$ cat config.mk
export PLATFORM = sky130hd
export DESIGN_NAME = dma_req_agent
export DESIGN_NICKNAME = d
export VERILOG_FILES = /design/src/rtl/dma_agent_pkg.sv /design/src/rtl/dma_bus_watch.sv /design/src/rtl/dma_req_fsm.sv /design/src/rtl/dma_eop_gen.sv /design/src/rtl/dma_err_mon.sv /design/src/rtl/dma_req_agent.sv
export SDC_FILE = /design/constraint.sdc
export NUM_CORES = 1
export LEC_CHECK = 0
export BUFFER_PORTS_ARGS = -buffer_cell sky130_fd_sc_hd__buf_2
export CORE_MARGIN = 2
export CORE_UTILIZATION = 45
export DETAILED_ROUTE_END_ITERATION = 8
export GPL_ROUTABILITY_DRIVEN = 0
export PLACE_DENSITY = 0.82
export SLEW_MARGIN = 5
export SYNTH_ARGS = -nofsm -noshare
export SYNTH_HDL_FRONTEND = slang
export SYNTH_SLANG_ARGS = --single-unit
$ cat constraint.sdc
create_clock -name clk -period 1.27 [get_ports clk]
set_input_delay 0.381 -clock clk [delete_from_list [all_inputs] [get_ports clk]]
set_output_delay 0.381 -clock clk [all_outputs]
set_load 0.02 [all_outputs]
$ cat src/rtl/dma_agent_pkg.sv
package dma_agent_pkg;

  localparam int unsigned EOP_MIN_DEF = 2;
  localparam int unsigned EOP_MAX_DEF = 15;
  localparam int unsigned LEN_W_DEF   = 5;

  typedef enum logic [1:0] {
    ST_IDLE  = 2'd0,
    ST_REQ   = 2'd1,
    ST_ACKED = 2'd2,
    ST_DRAIN = 2'd3
  } req_state_e;

endpackage

$ cat src/rtl/dma_bus_watch.sv
module dma_bus_watch (
  input  logic clk,
  input  logic rst_n,
  input  logic ack_n,
  input  logic ads_n,
  input  logic blast_n,
  input  logic rdy_n,
  output logic final_w
);
  logic open_q;
  logic last_w;

  // a last access completes when last strobe and ready meet inside an open access
  assign last_w  = !blast_n && !rdy_n && (open_q || !ads_n);
  assign final_w = last_w && !ack_n;

  always_ff @(posedge clk) begin
    if (!rst_n) open_q <= 1'b0;
    else        open_q <= (open_q || !ads_n) && !last_w;
  end
endmodule

$ cat src/rtl/dma_req_fsm.sv
module dma_req_fsm
  import dma_agent_pkg::*;
(
  input  logic clk,
  input  logic rst_n,
  input  logic xfer_pend,
  input  logic flyby_mode,
  input  logic ack_n,
  input  logic final_w,
  output logic req_n,
  output logic no_req_w
);
  req_state_e st_q, st_d;
  logic       req_n_q, req_n_d;

  assign req_n    = req_n_q;
  assign no_req_w = (st_q == ST_IDLE);

  always_comb begin
    st_d    = st_q;
    req_n_d = req_n_q;
    unique case (st_q)
      ST_IDLE: if (xfer_pend) begin
        st_d = ST_REQ; req_n_d = 1'b0;
      end
      ST_REQ: begin
        if (flyby_mode && final_w) begin
          st_d = ST_DRAIN; req_n_d = 1'b1;
        end else if (!ack_n) begin
          st_d = ST_ACKED;
        end
      end
      ST_ACKED: begin
        if (flyby_mode && final_w) begin
          st_d = ST_DRAIN; req_n_d = 1'b1;
        end else if (ack_n) begin
          st_d = ST_IDLE; req_n_d = 1'b1;
        end
      end
      ST_DRAIN: if (ack_n) st_d = ST_IDLE;
      default: begin
        st_d = ST_IDLE; req_n_d = 1'b1;
      end
    endcase
  end

  always_ff @(posedge clk) begin
    if (!rst_n) begin
      st_q    <= ST_IDLE;
      req_n_q <= 1'b1;
    end else begin
      st_q    <= st_d;
      req_n_q <= req_n_d;
    end
  end


  flyby_drop_chk: assert property (@(posedge clk) disable iff (!rst_n)
    flyby_mode && $rose(ack_n) |-> req_n_q);


  normal_drop_chk: assert property (@(posedge clk) disable iff (!rst_n)
    !flyby_mode && $rose(ack_n) && !req_n_q && $past(st_q == ST_ACKED) |=> req_n_q);


  normal_hold_chk: assert property (@(posedge clk) disable iff (!rst_n)
    !flyby_mode && !req_n_q && !ack_n |=> !req_n_q);
endmodule

$ cat src/rtl/dma_eop_gen.sv
module dma_eop_gen #(
  parameter int unsigned EOP_MIN = dma_agent_pkg::EOP_MIN_DEF,
  parameter int unsigned EOP_MAX = dma_agent_pkg::EOP_MAX_DEF,
  parameter int unsigned LEN_W   = dma_agent_pkg::LEN_W_DEF
) (
  input  logic             clk,
  input  logic             rst_n,
  input  logic             eop_cmd,
  input  logic [LEN_W-1:0] eop_len,
  output logic             eop_n
);
  localparam int unsigned CNT_W = $clog2(EOP_MAX + 1);

  function automatic logic [CNT_W-1:0] clamp_len(input logic [LEN_W-1:0] len);
    int unsigned v;
    v = int'(len);
    if (v < EOP_MIN)      v = EOP_MIN;
    else if (v > EOP_MAX) v = EOP_MAX;
    return CNT_W'(v);
  endfunction

  logic [CNT_W-1:0] cnt_q;
  logic             eop_n_q;
  logic             busy_w, start_w;

  assign busy_w  = (cnt_q != '0);
  assign start_w = eop_cmd && !busy_w;
  assign eop_n   = eop_n_q;

  always_ff @(posedge clk) begin
    if (!rst_n) begin
      cnt_q   <= '0;
      eop_n_q <= 1'b1;
    end else if (start_w) begin
      cnt_q   <= clamp_len(eop_len);
      eop_n_q <= 1'b0;
    end else if (busy_w) begin
      cnt_q <= cnt_q - 1'b1;
      if (cnt_q == CNT_W'(1)) eop_n_q <= 1'b1;
    end
  end

  // checker: length of the current low run of eop_n
  logic [CNT_W:0] low_run_q;
  always_ff @(posedge clk) begin
    if (!rst_n)                      low_run_q <= '0;
    else if (eop_n_q)                low_run_q <= '0;
    else if (low_run_q != '1)        low_run_q <= low_run_q + 1'b1;
  end


  eop_min_chk: assert property (@(posedge clk) disable iff (!rst_n)
    $rose(eop_n_q) |-> (low_run_q >= (CNT_W+1)'(EOP_MIN)));


  eop_max_chk: assert property (@(posedge clk) disable iff (!rst_n)
    low_run_q <= (CNT_W+1)'(EOP_MAX));
endmodule

$ cat src/rtl/dma_err_mon.sv
module dma_err_mon (
  input  logic clk,
  input  logic rst_n,
  input  logic ack_n,
  input  logic no_req_w,
  input  logic err_clr,
  output logic err
);
  logic err_q;
  logic viol_w;

  assign viol_w = !ack_n && no_req_w;
  assign err    = err_q;

  always_ff @(posedge clk) begin
    if (!rst_n)       err_q <= 1'b0;
    else if (viol_w)  err_q <= 1'b1;
    else if (err_clr) err_q <= 1'b0;
  end


  err_sticky_chk: assert property (@(posedge clk) disable iff (!rst_n)
    err_q && !err_clr |=> err_q);


  err_clear_chk: assert property (@(posedge clk) disable iff (!rst_n)
    err_clr && ack_n |=> !err_q);
endmodule

$ cat src/rtl/dma_req_agent.sv
module dma_req_agent #(
  parameter int unsigned EOP_MIN = dma_agent_pkg::EOP_MIN_DEF,
  parameter int unsigned EOP_MAX = dma_agent_pkg::EOP_MAX_DEF,
  parameter int unsigned LEN_W   = dma_agent_pkg::LEN_W_DEF
) (
  input  logic             clk,
  input  logic             rst_n,
  input  logic             xfer_pend,
  input  logic             flyby_mode,
  input  logic             eop_cmd,
  input  logic [LEN_W-1:0] eop_len,
  input  logic             err_clr,
  input  logic             ack_n,
  input  logic             ads_n,
  input  logic             blast_n,
  input  logic             rdy_n,
  output logic             req_n,
  output logic             eop_n,
  output logic             err
);
  logic final_w;
  logic no_req_w;

  dma_bus_watch u_watch (
    .clk(clk), .rst_n(rst_n), .ack_n(ack_n), .ads_n(ads_n),
    .blast_n(blast_n), .rdy_n(rdy_n), .final_w(final_w)
  );

  dma_req_fsm u_fsm (
    .clk(clk), .rst_n(rst_n), .xfer_pend(xfer_pend), .flyby_mode(flyby_mode),
    .ack_n(ack_n), .final_w(final_w), .req_n(req_n), .no_req_w(no_req_w)
  );

  dma_eop_gen #(.EOP_MIN(EOP_MIN), .EOP_MAX(EOP_MAX), .LEN_W(LEN_W)) u_eop (
    .clk(clk), .rst_n(rst_n), .eop_cmd(eop_cmd), .eop_len(eop_len), .eop_n(eop_n)
  );

  dma_err_mon u_err (
    .clk(clk), .rst_n(rst_n), .ack_n(ack_n), .no_req_w(no_req_w),
    .err_clr(err_clr), .err(err)
  );
endmodule

==> results of run 1 <==
[kinds of logic (layout without fill, tap and decap cells)]
kind of cell,after synthesis,in the layout,synth area share
AOI/OAI and AO/OA,26,26,0.274
xor gates and xnor gates,1,1,0.0132
adders and majority gates,8,8,0.150
buffers and inverters,10,39,0.0620
DFF,10,10,0.301
muxes,1,1,0.0169
and+or+nand+nor,25,25,0.182
[per-stage QoR]
stage	cells	util	setup WS [ps]
after floorplan	81	-	33.9
after global placement	119	0.613	-36.1
after detailed placement	119	0.613	-101
after CTS	124	0.669	6.27
after global routing	125	0.700	-69.2
final	125	0.700	10.2
[routing by layer]
metal  global-route usage  share of wire
met1                0.240           0.46
met2                0.348           0.46
met3               0.0819          0.078
met4               0.0188         0.0053
met5                    0              0
[power groups by stage]
| stage | logic (W) | clock network, W | registers (W) |
|---|---|---|---|
| final | 0.00116 | 0.000305 | 0.000529 |
| after floorplan | 0.000587 | 0 | 0.000562 |
| after CTS | 0.00104 | 0.000301 | 0.000519 |
| after global routing | 0.00129 | 0.000333 | 0.000541 |
| after global placement | 0.000898 | 0 | 0.000522 |
| after detailed placement | 0.000930 | 0 | 0.000526 |
[worst paths after layout]
path / from / endpoint / slack [ps] / cells after the start
min reg2reg: u_eop.cnt_q[3]$_SDFFE_PN0P_ / u_eop.cnt_q[3]$_SDFFE_PN0P_ / 500 / 2
max: u_fsm.st_q[1]$_SDFFE_PN0P_ / u_fsm.req_n$_SDFFE_PN1P_ / 10 / 5
min: ack_n / u_fsm.st_q[1]$_SDFFE_PN0P_ / 360 / 2
max reg2reg: u_fsm.st_q[1]$_SDFFE_PN0P_ / u_fsm.req_n$_SDFFE_PN1P_ / 10 / 5
[layout make-up]
type	count	area, µm²	area share
tap	15	18.8	0.0201
sequential	10	203	0.217
timing repair buffer	26	153	0.164
clock buffer	4	36.3	0.0389
multi-input combinational	61	484	0.519
inverter	9	38.8	0.0416
[state kept, by name, summed over array words and instances (netlist names)]
name,cells
u_eop.cnt_q,4
u_err.err,1
u_fsm.req_n,1
u_fsm.st_q,2
u_watch.open_q,1
u_eop.eop_n,1
[synthesized netlist by cell type, drive strengths merged, types with 2 or more instances]
library cell / instances
o21ai: 5
ha: 8
nand2: 5
nor3: 2
a22oi: 2
inv: 9
o21a: 2
dfxtp: 10
nor2: 10
a21oi: 7
o211ai: 2
[layout by cell type, fill, tap and decap left out, types with 3 or more instances in the layout]
cell      count
buf_2        17
nor2_1        9
buf_4         9
dfxtp_1       8
inv_1         5
o21ai_0       5
nand2_1       5
ha_1          5
a21oi_1       4
a21oi_2       3
ha_4          3
clkbuf_4      3
[repair_timing]
| item | in CTS | in global routing |
|---|---|---|
| endpoints found under the setup margin | 4 | 4 |
| setup buffers | 1 | 1 |
| pin swaps | 0 | 4 |
| gates resized for setup | 12 | 5 |
==> impl_metrics.py, run 1 <==
metrics = {
    "outcome": {
        "outcome": "completed",
    },
    "floorplan": {
        "die_w_um": 42.5,
        "die_h_um": 42.5,
        "initial_core_util": 0.499,
        "core_um2": 1330,
        "die-area_um2": 1800,
        "ios": 18,
        "row_count": 13,
    },
    "power": {
        "p_per_area_nw_per_um2": 2140,
        "sequentialPowerShare": 0.265,
        "vdd_drop_max_mv": 1.16,
        "pwr-share-clk": 0.153,
        "leakage_nw": 0.432,
        "pwr-share-comb": 0.583,
        "p_int_w": 0.00116,
        "p_switching_w": 0.000834,
        "total_power_w": 0.00200,
        "swShare": 0.417,
    },
    "cts": {
        "postCtsHoldBufs": 0,
        "clk_pin_slew_ps": 90,
        "cts_tree": "yes",
        "clock_path_buffers": 2,
        "clk_latency_ps": 280,
        "cts_buffers": 3,
        "cts.sinks": 10,
        "cts_root_buf": "clkbuf_4",
        "cts_htree_levels": 1,
    },
    "synthesis": {
        "yosysTopAreaCell": "dfxtp_1",
        "syn_avg_cell_area_um2": 8.22,
        "ys_async_sr_fraction": 0,
        "ys_seq_elements": 10,
        "yosysWarnings": 0,
        "synth_seq_area_share": 0.301,
        "synthesis.area_um2": 666,
        "ys_types": 32,
        "synth_nets": 104,
        "synth_edf_count": 0,
        "netlist.area_leader.share": 0.301,
        "synth_area_leaders": "dfxtp_1 (30%), ha_1 (15%), nor2_1 (5.6%)",
        "synth-main-ff-cell": "dfxtp_1",
        "syn-instance-count": 81,
    },
    "drt": {
        "dr_total_vias": 695,
        "drtIter0Drc": 25,
        "wl_per_cell_um": 13.6,
        "firstDrtPassIters": 4,
        "drt-total-wl_um": 1700,
        "vias_per_cell": 5.56,
        "drc": 0,
        "detail-route-antenna-nets": 0,
    },
    "global_routing": {
        "grt_pass1_wl_um": 2750,
        "grt_pass1_vias": 654,
        "grt_max_degree": 12,
        "grt_remaining_overflow": 0,
        "grt_antenna_before_repair": 0,
        "grt_usage": 0.201,
    },
    "critical_path": {
        "crit_chain": "buf_4 -> ha_1 -> a21oi_2 -> o211ai_1 -> o211ai_1",
        "cp.required_ps": 1430,
        "path_class": "flop to flop",
        "crit_arrival_ps": 1420,
        "critPathMostFrequentCell": "o211ai_1",
        "critPathBufInv": 1,
        "path_max_fanout": 4,
        "max_stage_delay_ps": 350,
        "cp_slowest_cell": "dfxtp_2",
        "endpoint_kind": "flop",
        "critPathLaunchType": "flop",
        "worst_path_dominant_cell_family": "compound AO/OA/AOI/OAI gates",
    },
    "finish": {
        "antenna_cells": 0,
        "fillers": 94,
        "fin_area_um2": 933,
        "nNetsFinal": 134,
        "syn_to_final_growth_pct": 40.2,
        "drive_gt1_frac": 0.436,
    },
    "timing": {
        "fin_crit_ps": 1260,
        "hold_violations": 0,
        "tightestPinTransition_ps": 355,
        "grt_setup_unrepaired": "yes",
        "hold_slack_ps": 362,
        "setup_viol": 0,
        "slew_viol_final": 0,
        "min_period_over_period": 0.992,
        "maxSlewHeadroom": 0.760,
        "setup_tns_ps": 0,
        "fmax_mhz": 794,
        "fin_worst_skew_ps": 18.3,
    },
    "job": {
        "maxCapViolCount": 0,
    },
    "place": {
        "port_buffers": 17,
        "dpl_cell_area_um2": 817,
        "dp_hpwl_um": 1120,
    },
    "worst_hold_path": {
        "hp-class": "input port to flop",
    },
}
No activity file was read; power rests on OpenSTA's default activity.
==> run 2: changes to the inputs <==
Settings changed: REMOVE_ABC_BUFFERS from default to 1.
==> run 2 against run 1 <==
The flow now finishes with violations (negative setup slack). Clock power decreased by 8.2%. Clock skew decreased by 18 ps. Clock-buffer cell count unchanged. Sequential power about the same. Utilization decreased by 2.7 points. Via count decreased by 6.0%.
==> impl_metrics.py, run 2 (synthesis gave the netlist of run 1 again) <==
metrics = {
    "critical_path": {
        "endpoint_kind": "flop",
        "crit_arrival_ps": 1480,
        "path_class": "flop to flop",
        "path_max_fanout": 5,
        "r2r_start": "u_fsm.st_q[0]$_SDFFE_PN0P_",
        "reg2reg_depth": 6,
        "startpoint": "u_fsm.st_q[0]$_SDFFE_PN0P_",
        "reg2reg_setup_slack_ps": -30,
        "rr_endpoint": "u_fsm.st_q[0]$_SDFFE_PN0P_",
        "cp.required_ps": 1450,
        "worstSetupEndpoint": "u_fsm.st_q[0]$_SDFFE_PN0P_",
        "critPathLaunchType": "flop",
    },
    "worst_hold_path": {
        "hp-class": "input port to flop",
    },
    "timing": {
        "grt_setup_unrepaired": "yes",
        "min_period_over_period": 1.02,
        "fmax_mhz": 770,
        "fin_crit_ps": 1300,
        "hold_violations": 0,
        "maxSlewHeadroom": 0.773,
        "tightestPinTransition_ps": 336,
        "fin_ws_ps": -29.0,
        "setup_viol": 2,
        "fin_worst_skew_ps": 0.769,
        "slew_viol_final": 0,
        "setup_tns_ps": -29.4,
    },
    "floorplan": {
        "die_h_um": 42.5,
        "core_um2": 1330,
        "row_count": 13,
        "die_w_um": 42.5,
        "initial_core_util": 0.499,
        "die-area_um2": 1800,
        "ios": 18,
    },
    "global_routing": {
        "grt_pass1_vias": 584,
        "grt_max_degree": 12,
        "grt_remaining_overflow": 0,
        "grt_usage": 0.175,
        "grt_pass1_wl_um": 2390,
        "grt_antenna_before_repair": 0,
    },
    "place": {
        "dpl_cell_area_um2": 807,
        "dp_hpwl_um": 1080,
        "port_buffers": 17,
        "dp_slack_ps": -37.7,
        "place_inst": 118,
    },
    "finish": {
        "mostFrequentLayoutCells": "buf_2 (17), nor2_1 (8), dfxtp_1 (8)",
        "antenna_cells": 0,
        "largest_reg_flops": 4,
        "drive_gt1_frac": 0.421,
        "nNetsFinal": 131,
        "fin_area_um2": 897,
        "final_common_cell": "buf_2",
        "final_cells": 122,
        "top_register": "u_eop.cnt_q",
        "top_regs": "u_eop.cnt_q (4), u_fsm.st_q (2)",
        "syn_to_final_growth_pct": 34.8,
        "utilization": 0.673,
    },
    "drt": {
        "detail-route-antenna-nets": 0,
        "drtIter0Drc": 30,
        "firstDrtPassIters": 4,
        "wl_per_cell_um": 12.3,
        "dr_total_vias": 653,
        "drt-total-wl_um": 1500,
        "vias_per_cell": 5.35,
        "drc": 0,
    },
    "cts": {
        "clk_pin_slew_ps": 60,
        "cts.sinks": 10,
        "clk_latency_ps": 260,
        "postCtsHoldBufs": 0,
        "cts_root_buf": "clkbuf_4",
        "cts_htree_levels": 1,
        "cts_buffers": 3,
        "cts_tree": "yes",
        "post-cts-setup-buffers": 0,
        "clock_path_buffers": 2,
    },
    "power": {
        "p_per_area_nw_per_um2": 2100,
        "leakage_nw": 0.415,
        "vdd_drop_max_mv": 1.25,
    },
    "outcome": {
        "outcome": "complete, but fails checks",
        "violations": "negative setup slack",
    },
    "job": {
        "maxCapViolCount": 0,
    },
}
-- run 2: cell types whose count changed in the layout (fill, tap and decap cells not counted) --
cell,previous run,this run
inv_4,2,1
ha_4,3,2
a21oi_2,3,2
nor2_2,1,2
buf_4,9,6
a21oi_1,4,5
inv_2,2,3
nor2_1,9,8
ha_2,0,1
-- run 2: final cells by class --
class | instances | area [µm²]
clock buffers | 4 | 36.3
fillers | 105 | 437
flip-flops and latches | 10 | 203
inverters | 9 | 36.3
multi-input cells | 61 | 473
well taps | 15 | 18.8
repair buffers | 23 | 130
-- run 2: timing repair --
action	CTS	global route
pin swaps	0	1
endpoints found under the setup margin	3	7
resized for setup	5	12
-- run 2: how the worst min path moves through the flow --
stage | depth (start not counted) | slack, ps | from | end
2_1_floorplan | 1 | 460 | rst_n | u_eop.eop_n$_SDFFE_PN1P_
3_3_place_gp | 2 | 470 | u_fsm.req_n$_SDFFE_PN1P_ | u_fsm.req_n$_SDFFE_PN1P_
3_5_place_dp | 2 | 480 | u_fsm.req_n$_SDFFE_PN1P_ | u_fsm.req_n$_SDFFE_PN1P_
4_1_cts | 2 | 340 | ack_n | u_fsm.st_q[1]$_SDFFE_PN0P_
5_1_grt | 2 | 340 | ack_n | u_fsm.st_q[1]$_SDFFE_PN0P_
6_report | 2 | 350 | ack_n | u_fsm.st_q[1]$_SDFFE_PN0P_
-- run 2: stage by stage --
step	hold WS, ps	power [W]
2_1_floorplan	457	0.00114
3_3_place_gp	474	0.00142
3_5_place_dp	484	0.00144
4_1_cts	342	0.00175
5_1_grt	342	0.00206
6_report	352	0.00188
-- run 2: power by group --
group / total (W) / switching [W] / internal [W]
registers: 0.000527 / 0.0000910 / 0.000436
clock network: 0.000280 / 0.000106 / 0.000174
logic: 0.00108 / 0.000564 / 0.000513
total: 0.00188 / 0.000761 / 0.00112
-- run 2: critical path, cell delays in order (launching register included) --
cell and delay, ps:
dfxtp_2 350, inv_4 50, ha_4 150, and2b_2 230, a21oi_2 140, o311ai_2 120, o22ai_1 180
-- run 2: layer usage --
layer / wire length, µm / up-vias / GRT usage
met3: 107 / 2 / 0.0776
met4: 15 / 0 / 0.0563
li1: - / 336 / -
met2: 652 / 22 / 0.271
met1: 729 / 293 / 0.216
met5: 0 / - / 0
